==> src/rtl/door_pkg.sv <==
package door_pkg;
  typedef enum logic {
    MODE_MANUAL = 1'b0,
    MODE_AUTO   = 1'b1
  } door_mode_e;

  localparam int DEFAULT_TIMEOUT = 15;
endpackage

==> src/rtl/door_edge.sv <==
module door_edge (
  input  logic clk,
  input  logic rst,
  input  logic level_i,
  output logic rise_o
);
  logic level_q;

  always_ff @(posedge clk) begin
    if (rst) level_q <= 1'b0;
    else     level_q <= level_i;
  end

  assign rise_o = level_i & ~level_q;

  AST_RISE_SINGLE: assert property (@(posedge clk) disable iff (rst)
    rise_o |=> !rise_o);
endmodule

==> src/rtl/door_timer.sv <==
module door_timer #(
  parameter int TIMEOUT = 15,
  parameter int CNT_W   = $clog2(TIMEOUT + 1)
) (
  input  logic clk,
  input  logic rst,
  input  logic run_i,
  output logic expire_o
);
  localparam logic [CNT_W-1:0] LIM = CNT_W'(TIMEOUT);

  logic [CNT_W-1:0] cnt_q;

  always_ff @(posedge clk) begin
    if (rst || !run_i)   cnt_q <= '0;
    else if (cnt_q == LIM) cnt_q <= '0;
    else                 cnt_q <= cnt_q + 1'b1;
  end

  assign expire_o = run_i && (cnt_q == LIM);

  AST_TIMER_BOUND: assert property (@(posedge clk) disable iff (rst)
    cnt_q <= LIM);
  AST_TIMER_RESTART: assert property (@(posedge clk) disable iff (rst)
    !run_i |=> cnt_q == '0);
endmodule

==> src/rtl/door_fsm.sv <==
module door_fsm
  import door_pkg::*;
(
  input  logic clk,
  input  logic rst,
  input  logic auto_i,
  input  logic btn_i,
  input  logic presence_i,
  input  logic rise_i,
  input  logic expire_i,
  output logic shut_o,
  output logic start_o
);
  door_mode_e mode_q;
  logic       shut_q;
  logic       start_q;
  logic       shut_d;

  always_comb begin
    shut_d = shut_q;
    if (!auto_i) begin
      if (mode_q == MODE_AUTO) shut_d = 1'b0;
      else                     shut_d = btn_i;
    end else if (presence_i) begin
      shut_d = 1'b0;
    end else if (rise_i || expire_i) begin
      shut_d = ~shut_q;
    end
  end

  always_ff @(posedge clk) begin
    if (rst) begin
      mode_q  <= MODE_MANUAL;
      shut_q  <= 1'b0;
      start_q <= 1'b0;
    end else begin
      mode_q  <= auto_i ? MODE_AUTO : MODE_MANUAL;
      shut_q  <= shut_d;
      start_q <= shut_d & ~shut_q;
    end
  end

  assign shut_o  = shut_q;
  assign start_o = start_q;

  AST_RST_OPEN: assert property (@(posedge clk)
    rst |=> (!shut_q && !start_q));
  AST_MANUAL_LEVEL: assert property (@(posedge clk) disable iff (rst)
    (!auto_i && mode_q == MODE_MANUAL) |=> shut_q == $past(btn_i));
  AST_PRESENCE_OPEN: assert property (@(posedge clk) disable iff (rst)
    (auto_i && presence_i) |=> !shut_q);
  AST_MODE_EXIT: assert property (@(posedge clk) disable iff (rst)
    (!auto_i && mode_q == MODE_AUTO) |=> !shut_q);
  AST_START_MARK: assert property (@(posedge clk) disable iff (rst)
    $rose(shut_q) |-> start_q);
  AST_START_ONLY_RISE: assert property (@(posedge clk) disable iff (rst)
    start_q |-> shut_q);
endmodule

==> src/rtl/door_ctrl.sv <==
module door_ctrl #(
  parameter int TIMEOUT = door_pkg::DEFAULT_TIMEOUT,
  parameter int CNT_W   = $clog2(TIMEOUT + 1)
) (
  input  logic clk,
  input  logic rst,
  input  logic auto_mode,
  input  logic push_btn,
  input  logic presence,
  output logic door_shut,
  output logic shut_start
);
  logic rise;
  logic expire;
  logic run;
  logic shut_int;
  logic start_int;

  assign run = auto_mode & ~shut_int & ~presence;

  door_edge u_edge (
    .clk     (clk),
    .rst     (rst),
    .level_i (push_btn),
    .rise_o  (rise)
  );

  door_timer #(.TIMEOUT(TIMEOUT), .CNT_W(CNT_W)) u_timer (
    .clk      (clk),
    .rst      (rst),
    .run_i    (run),
    .expire_o (expire)
  );

  door_fsm u_fsm (
    .clk        (clk),
    .rst        (rst),
    .auto_i     (auto_mode),
    .btn_i      (push_btn),
    .presence_i (presence),
    .rise_i     (rise),
    .expire_i   (expire),
    .shut_o     (shut_int),
    .start_o    (start_int)
  );

  assign door_shut  = shut_int;
  assign shut_start = start_int;
endmodule

==> config.mk <==
export PLATFORM = sky130hd
export DESIGN_NAME = door_ctrl
export DESIGN_NICKNAME = d
export VERILOG_FILES = /design/src/rtl/door_pkg.sv /design/src/rtl/door_edge.sv /design/src/rtl/door_timer.sv /design/src/rtl/door_fsm.sv /design/src/rtl/door_ctrl.sv
export SDC_FILE = /design/constraint.sdc
export NUM_CORES = 1
export LEC_CHECK = 0
export BUFFER_PORTS_ARGS = -buffer_cell sky130_fd_sc_hd__buf_2
export CAP_MARGIN = 40
export CORE_AREA = 4 4 41 43
export CTS_BUF_LIST = sky130_fd_sc_hd__clkbuf_4
export DETAILED_ROUTE_END_ITERATION = 8
export DIE_AREA = 0 0 45 47
export MAX_ROUTING_LAYER = met4
export SKIP_CTS_REPAIR_TIMING = 1
export SLEW_MARGIN = 20
export SYNTH_ARGS = -nofsm -noshare
export SYNTH_HDL_FRONTEND = slang
export SYNTH_SLANG_ARGS = --single-unit
export TNS_END_PERCENT = 100
==> constraint.sdc <==
create_clock -name clk -period 1.05 [get_ports clk]
set_input_delay 0.105 -clock clk [delete_from_list [all_inputs] [get_ports clk]]
set_output_delay 0.105 -clock clk [all_outputs]
set_load 0.005 [all_outputs]
Word level (Yosys, flattened, before mapping)

Cells that the tools add are included.

Input bits: 5
Flip-flop bits (word level): 8
Output and inout port bits: 2
Word-level logic and storage cells: 24

Eq/ne operators: 1
Reductions and logical operators: 5
$add $sub $neg: 1
Bitwise logic cells: 7
Mux-type cells: 5

Operator list:

| cell                  | count |
|---|---|
| $mux W1               | 5 |
| $add A4 B1 Y4 const B | 1 |
| $and A1 B1 Y1         | 4 |
| $eq A4 B4 Y1 const B  | 1 |
| $not A1 Y1            | 3 |
| $logic_or A1 B1 Y1    | 2 |
| $reduce_or A2 Y1      | 1 |
| $logic_and A1 B1 Y1   | 1 |
| $logic_not A1 Y1      | 1 |

Logic depth before layout (Yosys ltp)

Gate-level depths: netlist (run 1).

Depth after elaboration: 9
Depth in mapped cells: 4
Mapped depth without buffers: 4

Cells and area by module

A second synthesis (run 1) with hierarchy kept.

Cell total of the unflattened synthesis: 33
Area, all modules: 342.8 um^2

By module, submodules not included:

| module     | seq. area each (um^2) | times used | area each (um^2) | cells an instance |
|---|---|---|---|---|
| door_timer | 80.1                  | 1          | 157.7            | 17 |
| door_fsm   | 60.1                  | 1          | 125.1            | 12 |
| door_edge  | 20.0                  | 1          | 47.5             | 3 |
| door_ctrl  | 0.0                   | 1          | 12.5             | 1 |

Least setup slack after synthesis (run 1)

Ideal clock, no wire load.

Path kind: register to register
Start: register u_timer.cnt_q[0]
End: register u_fsm.shut_q, in the netlist u_fsm.shut_o
Clock period less this slack: 1.107 ns
Library setup time: 0.120 ns
Path buffers: 0
Data arrival time: 0.987 ns
Slack: -0.057 ns
Stages on the path, launching flop included: 5
Data required time: 0.930 ns
Cell sequence: dfxtp_1 > ha_1 > and3_2 > nor3_1 > o21ai_1

Cells in the longest elaborated chain, start to end: 6

RTL lines:

| element                | line             | RTL |
|---|---|---|
| from (decl)            | door_timer.sv:12 | `logic [CNT_W-1:0] cnt_q;` |
| from (signal assigned) | door_timer.sv:17 | `else cnt_q <= cnt_q + 1'b1;` |
| $eq A4 B4 Y1           | door_timer.sv:20 | `assign expire_o = run_i && (cnt_q == LIM);` |
| $logic_and A1 B1 Y1    | door_timer.sv:20 |  |
| $logic_or A1 B1 Y1     | door_fsm.sv:26   | `end else if (rise_i \|\| expire_i) begin` |
| $mux W1                | door_fsm.sv:26   |  |
| $mux W1                | door_fsm.sv:24   | `end else if (presence_i) begin` |
| $mux W1                | door_fsm.sv:21   | `if (!auto_i) begin` |
| to (signal assigned)   | door_fsm.sv:38   | `shut_q <= shut_d;` |
| to (decl)              | door_fsm.sv:15   | `logic shut_q;` |

Every way passes these cells.
A chain may end at the register's enable or synchronous reset.

Final worst setup path (run 1)

Start: register u_timer.cnt_q[1]
End: register u_fsm.shut_q, in the netlist u_fsm.shut_o

Same word-level chain as after synthesis.

==> impl_metrics.json, run 1 <==
{
  "outcome": "completed",
  "cts_buffers": 3,
  "viasPerCell": 4.53,
  "syn_inst": 31,
  "vias": 263,
  "yosysUniqueCellTypes": 22,
  "grt_max_degree": 9,
  "placed_area_sq_um": 412,
  "die_w_um": 45,
  "start_util": 0.255,
  "dieArea_sq_um": 2120,
  "hold_path.class": "in2reg",
  "grtUsageTotal": 0.0770,
  "rsz0062_at_grt": "false",
  "yosys.area.top_type_share": 0.483,
  "routedWlPerCell_um": 10.0,
  "totalWireLength_um": 582,
  "synthFlopType": "dfxtp_1",
  "period_share": 0.962,
  "place_ws_ns": -0.0302,
  "vdd_ir_drop_max_v": 0.000515,
  "ys_top_cells_by_area": "dfxtp_1 48%, o21bai_4 5.7%, nor4b_2 4.5%, ha_1 3.8%, nor2b_1 3.8%",
  "reg2reg_to": "u_fsm.shut_o$_SDFF_PP0_",
  "grt_pass1_wl_um": 1080,
  "yosysMostFrequentCell": "dfxtp_1",
  "cp.arrival_ns": 1.14,
  "synth_area_leader_cell": "dfxtp_1",
  "hold_end": "u_fsm.mode_q$_SDFF_PP0_",
  "power_density_nw_per_um2": 1310,
  "overflow": 0,
  "port-buffer-count": 6,
  "synthToLayoutAreaGrowth_pct": 38.1,
  "p_leak_nw": 0.176,
  "clk_latency_ns": 0.25,
  "drtAntennaViolNets": 0,
  "die_h_um": 47,
  "max_cap_viol_count": 0,
  "finalPower_mw": 0.599,
  "hold_depth": 2,
  "antenna_found_initial": 0,
  "finalSetupViolCount": 0,
  "yosys_warnings": 0,
  "gp_congestion": 0.656,
  "synth-async-reset-ratio": 0,
  "finalClockSkew_ns": 0.00286,
  "finalNonFillerCells": 58,
  "drt_iter0_markers": 1,
  "yosysSeqAreaShare": 0.483,
  "reg2reg_depth": 4,
  "globalRouteMet2Util": 0.119,
  "fmax_ghz": 0.990,
  "pin_count": 7,
  "critPathRequiredTime_ns": 1.18,
  "synth_nets": 37,
  "worstReg2RegStart": "u_timer.cnt_q[1]$_SDFF_PP0_",
  "slew_headroom": 0.849,
  "setup-tns-final_ns": 0,
  "drc": 0,
  "post-route-util": 0.352,
  "synth_commonest_cells": "8 x dfxtp_1, 2 x nor2b_1, 2 x nor3_1",
  "ff2ff_setup_slack_ns": 0.04,
  "clkTransAtPathRegs_ns": 0.05,
  "cts_tree": "done",
  "worstSetupStartpoint": "u_timer.cnt_q[1]$_SDFF_PP0_",
  "drtPass1Iterations": 2,
  "coreArea_sq_um": 1300,
  "final-hold-violation-count": 0,
  "top_usage_layer": "met2",
  "rows": 13,
  "antenna-diode-count": 0,
  "cp_max_fo": 4,
  "fin_area_sq_um": 458,
  "gr-usage-met3": 0.0345,
  "synth_edf_count": 0,
  "worst_pin_slew_ns": 0.224,
  "htree_levels": 1,
  "fin_ws_ns": 0.0397,
  "path_class": "reg2reg",
  "worstSetupStartpointType": "register",
  "grt_util_met1": 0.0713,
  "syn_avg_cell_area_sq_um": 10.7,
  "holdWs_ns": 0.0930,
  "cts.path.max_buffers": 2,
  "num-fill-cells": 146,
  "finalMaxSlewViolations": 0,
  "clock_sinks": 8,
  "dp_hpwl_um": 468,
  "place_inst": 55,
  "grt_pass1_vias": 288,
  "end_kind": "register",
  "period_minus_slack_ns": 1.01,
  "ys_ff_latch": 8,
  "finalNetCount": 51,
  "root_buffer": "clkbuf_4",
  "drive_gt1_frac": 0.535,
  "syn_area_sq_um": 332,
  "worstHoldStart": "auto_mode"
}
layout make-up:
| class | instances | area [sq um] | area share |
|---|---|---|---|
| Multi-Input combinational cell | 21 | 189 | 0.413 |
| Sequential cell | 8 | 164 | 0.358 |
| Timing Repair Buffer | 10 | 60.1 | 0.131 |
| Clock buffer | 3 | 22.5 | 0.0492 |
| Tap cell | 15 | 18.8 | 0.0410 |
| Inverter | 1 | 3.75 | 0.00820 |
placed cells by master, fill, tap and decap left out:
| cell type | instances |
|---|---|
| buf_2 | 6 |
| dfxtp_1 | 5 |
| buf_4 | 4 |
| clkbuf_4 | 3 |
| dfxtp_2 | 3 |
| nor2b_1 | 2 |
| o21ai_1 | 2 |
| and3_4 | 1 |
| and2b_1 | 1 |
| nor3_2 | 1 |
| or3b_1 | 1 |
| a21o_1 | 1 |
| nor2_1 | 1 |
| nand2_1 | 1 |
| xnor2_1 | 1 |
| nor3_1 | 1 |
| nor4b_2 | 1 |
| nor4_1 | 1 |
| nand4b_1 | 1 |
| inv_1 | 1 |
| a21oi_1 | 1 |
| a211oi_2 | 1 |
| o21bai_4 | 1 |
| a21oi_2 | 1 |
| ha_4 | 1 |
sequential cells by signal, summed over array words and instances (netlist names):
signal	cells
u_edge.level_q	1
u_fsm.mode_q	1
u_fsm.shut_o	1
u_fsm.start_o	1
u_timer.cnt_q	4
power by group:
part / leakage [nW] / internal [mW] / total (mW) / switching [mW]
clock: 0.0138 / 0.130 / 0.226 / 0.0955
sequential: 0.0668 / 0.316 / 0.325 / 0.00949
combinational: 0.0953 / 0.0276 / 0.0481 / 0.0205
total: 0.176 / 0.474 / 0.599 / 0.126
how the worst max path moves through the flow:
stage	end	slack (ns)	cells past startpoint
floorplan	u_fsm.shut_o$_SDFF_PP0_	0.03	4
global placement	u_fsm.start_o$_SDFF_PP0_	-0.02	4
detailed placement	u_fsm.start_o$_SDFF_PP0_	-0.03	4
CTS	u_fsm.shut_o$_SDFF_PP0_	-0.04	4
global route	u_fsm.shut_o$_SDFF_PP0_	0.004	4
finish	u_fsm.shut_o$_SDFF_PP0_	0.04	4
routing by layer:
layer | vias to the layer above | part of all wire
met5 | - | 0
met4 | 0 | 0.033
met3 | 4 | 0.043
met2 | 7 | 0.51
met1 | 118 | 0.41
li1 | 134 | -
worst max-delay path: stages (launching register included):
cell and delay [ns]:
dfxtp_2 0.33, ha_4 0.16, and3_4 0.17, nor3_2 0.15
o21ai_1 0.08
kinds of logic after synthesis:
family,count (synthesis),synth area share
XOR/XNOR,1,0.0264
AO/OA/AOI/OAI,7,0.174
flip-flops,8,0.483
AND/OR/NAND/NOR,12,0.253
buffers and inverters,2,0.0264
adder cells (fa/ha/maj),1,0.0377
Power figures use the tool's default switching activity.
==> run 2, diff against run 1 <==
Settings changed: GPL_TIMING_DRIVEN set to 0, SYNTH_HIERARCHICAL set to 1.
==> run 2 against run 1 <==
Compared with the run above: the flow now finishes with violations (setup timing); first-iteration DRC count rose to 3.0 times the previous value; sequential power down 1%; final area up 7.7%; cell count up 1.7%; die area unchanged; register-to-register slack worse by 0.23 ns; synthesized area up 3.4%; sequential share of layout area down 1.8 points; hold slack better by 0.0087 ns; via count up 1.9%.
==> impl_metrics.json, run 2 <==
{
  "pin_count": 7,
  "die_w_um": 45,
  "synth-async-reset-ratio": 0,
  "antenna_found_initial": 0,
  "synthToLayoutAreaGrowth_pct": 43.8,
  "syn_avg_cell_area_sq_um": 10.4,
  "power_density_nw_per_um2": 1300,
  "regArea_sq_um": 168,
  "ys_ff_latch": 8,
  "viasPerCell": 4.54,
  "finalNetCount": 52,
  "cts_tree": "done",
  "clock_sinks": 8,
  "fmax_ghz": 0.807,
  "grt_pass1_wl_um": 938,
  "root_buffer": "clkbuf_4",
  "yosysSeqAreaShare": 0.467,
  "critPathRequiredTime_ns": 1.20,
  "ys_top_cells_by_area": "dfxtp_1 47%, nor2b_4 8.0%, nor2_1 5.5%, xor2_1 5.1%, or4b_4 4.0%",
  "hold_path.class": "in2reg",
  "worst_pin_slew_ns": 0.222,
  "overflow": 0,
  "cts.path.max_buffers": 2,
  "port-buffer-count": 6,
  "cp.arrival_ns": 1.39,
  "yosys.area.top_type_share": 0.467,
  "drive_gt1_frac": 0.591,
  "rsz0062_at_grt": "true",
  "syn_inst": 33,
  "largest_reg_flops": 4,
  "grtUsageTotal": 0.0704,
  "cts_buffers": 3,
  "synth_area_leader_cell": "dfxtp_1",
  "rows": 13,
  "finalClockSkew_ns": 0.00471,
  "final-hold-violation-count": 0,
  "finalPower_mw": 0.639,
  "synth_commonest_cells": "8 x dfxtp_1, 5 x nor2_1, 3 x inv_1",
  "hold_depth": 2,
  "num-fill-cells": 142,
  "period_minus_slack_ns": 1.24,
  "max_cap_viol_count": 0,
  "clkTransAtPathRegs_ns": 0.06,
  "die_h_um": 47,
  "totalWireLength_um": 686,
  "finalSetupViolCount": 2,
  "top_register": "u_timer/cnt_q",
  "drtAntennaViolNets": 0,
  "post-route-util": 0.379,
  "grt_util_met1": 0.0736,
  "gp_congestion": 0.648,
  "synth_nets": 39,
  "vias": 268,
  "grt_max_degree": 7,
  "final_cell_mix": "6 x buf_2, 6 x dfxtp_1, 3 x clkbuf_4, 3 x nor2_1",
  "yosysUniqueCellTypes": 17,
  "yosys_warnings": 6,
  "htree_levels": 1,
  "fin_ws_ns": -0.188,
  "multi_input_area_sq_um": 228,
  "drtPass1Iterations": 2,
  "p_leak_nw": 0.196,
  "syn_area_sq_um": 343,
  "synth_edf_count": 0,
  "reg2reg_depth": 6,
  "yosysMostFrequentCell": "dfxtp_1",
  "finalMaxSlewViolations": 0,
  "outcome": "finished, violations left",
  "routedWlPerCell_um": 11.6,
  "vdd_ir_drop_max_v": 0.000711,
  "drt_iter0_markers": 3,
  "violations": "setup timing",
  "globalRouteMet2Util": 0.0932,
  "end_kind": "register",
  "slew_headroom": 0.850,
  "drc": 0,
  "gr-usage-met3": 0.0690,
  "worstSetupStartpointType": "register",
  "grt_pass1_vias": 240,
  "dp_hpwl_um": 453,
  "antenna-diode-count": 0,
  "cp_max_fo": 2,
  "path_class": "reg2reg",
  "clk_latency_ns": 0.25,
  "period_share": 1.18,
  "dieArea_sq_um": 2120,
  "coreArea_sq_um": 1300,
  "start_util": 0.263,
  "top_usage_layer": "met2",
  "synthFlopType": "dfxtp_1"
}
run 2: cell types whose count changed after synthesis, moves of 2 or more:
cell / change
xor2_1: +2
nor2_1: +4
nor2b_4: +2
nand3_1: +2
inv_1: +2
run 2: area by class of cell:
| type | count | area share |
|---|---|---|
| Clock buffer | 3 | 0.0457 |
| Inverter | 3 | 0.0228 |
| Multi-Input combinational cell | 22 | 0.462 |
| Sequential cell | 8 | 0.340 |
| Tap cell | 15 | 0.0381 |
| Timing Repair Buffer | 8 | 0.0914 |
run 2: through the flow:
stage	worst slack (ns)	instance area [sq um]	TNS, ns	instances	hold slack [ns]
3_5_place_dp	-0.202	412	-0.369	54	0.351
3_3_place_gp	-0.203	412	-0.348	54	0.345
6_report	-0.188	493	-0.312	59	0.102
5_1_grt	-0.276	493	-0.573	59	0.100
2_1_floorplan	-0.121	363	-0.183	33	0.169
4_1_cts	-0.237	434	-0.417	57	0.0860
run 2: per-layer routing:
| metal | wire length (um) | up-vias |
|---|---|---|
| met1 | 276 | 125 |
| met4 | 0 | 0 |
| met2 | 340 | 10 |
| met3 | 70 | 0 |
| li1 | - | 133 |
| met5 | 0 | - |
run 2: critical path, stage by stage, from the launching register on:
cell and delay, ns:
dfxtp_4 0.35, nor3b_4 0.21, inv_2 0.07, nor2_4 0.10, nor2_2 0.05, xor2_2 0.16, o41ai_2 0.20
run 2: report_power, final:
group | switching, mW | leakage (nW) | total, mW | internal (mW)
combinational | 0.0396 | 0.115 | 0.0807 | 0.0411
sequential | 0.00763 | 0.0669 | 0.321 | 0.313
clock | 0.107 | 0.0138 | 0.238 | 0.131
total | 0.154 | 0.196 | 0.639 | 0.485
run 2: kinds of logic (layout without fill, tap and decap cells):
logic type,count (synthesis),in the layout,synth area share
flops,8,8,0.467
buf+inv,3,14,0.0328
simple gates,16,16,0.325
compound gates,2,2,0.0620
fa+ha+maj,1,1,0.0365
xor+xnor,3,3,0.0767
run 2: worst paths after layout:
kind / from / end / slack [ns]
worst max-delay path: u_fsm/shut_o$_SDFF_PP0_ / u_fsm/shut_o$_SDFF_PP0_ / -0.19
worst min-delay path: push_btn / u_edge/level_q$_SDFF_PP0_ / 0.10
worst max register to register: u_fsm/shut_o$_SDFF_PP0_ / u_fsm/shut_o$_SDFF_PP0_ / -0.19
worst min register to register: u_timer/cnt_q[0]$_SDFF_PP0_ / u_timer/cnt_q[0]$_SDFF_PP0_ / 0.44
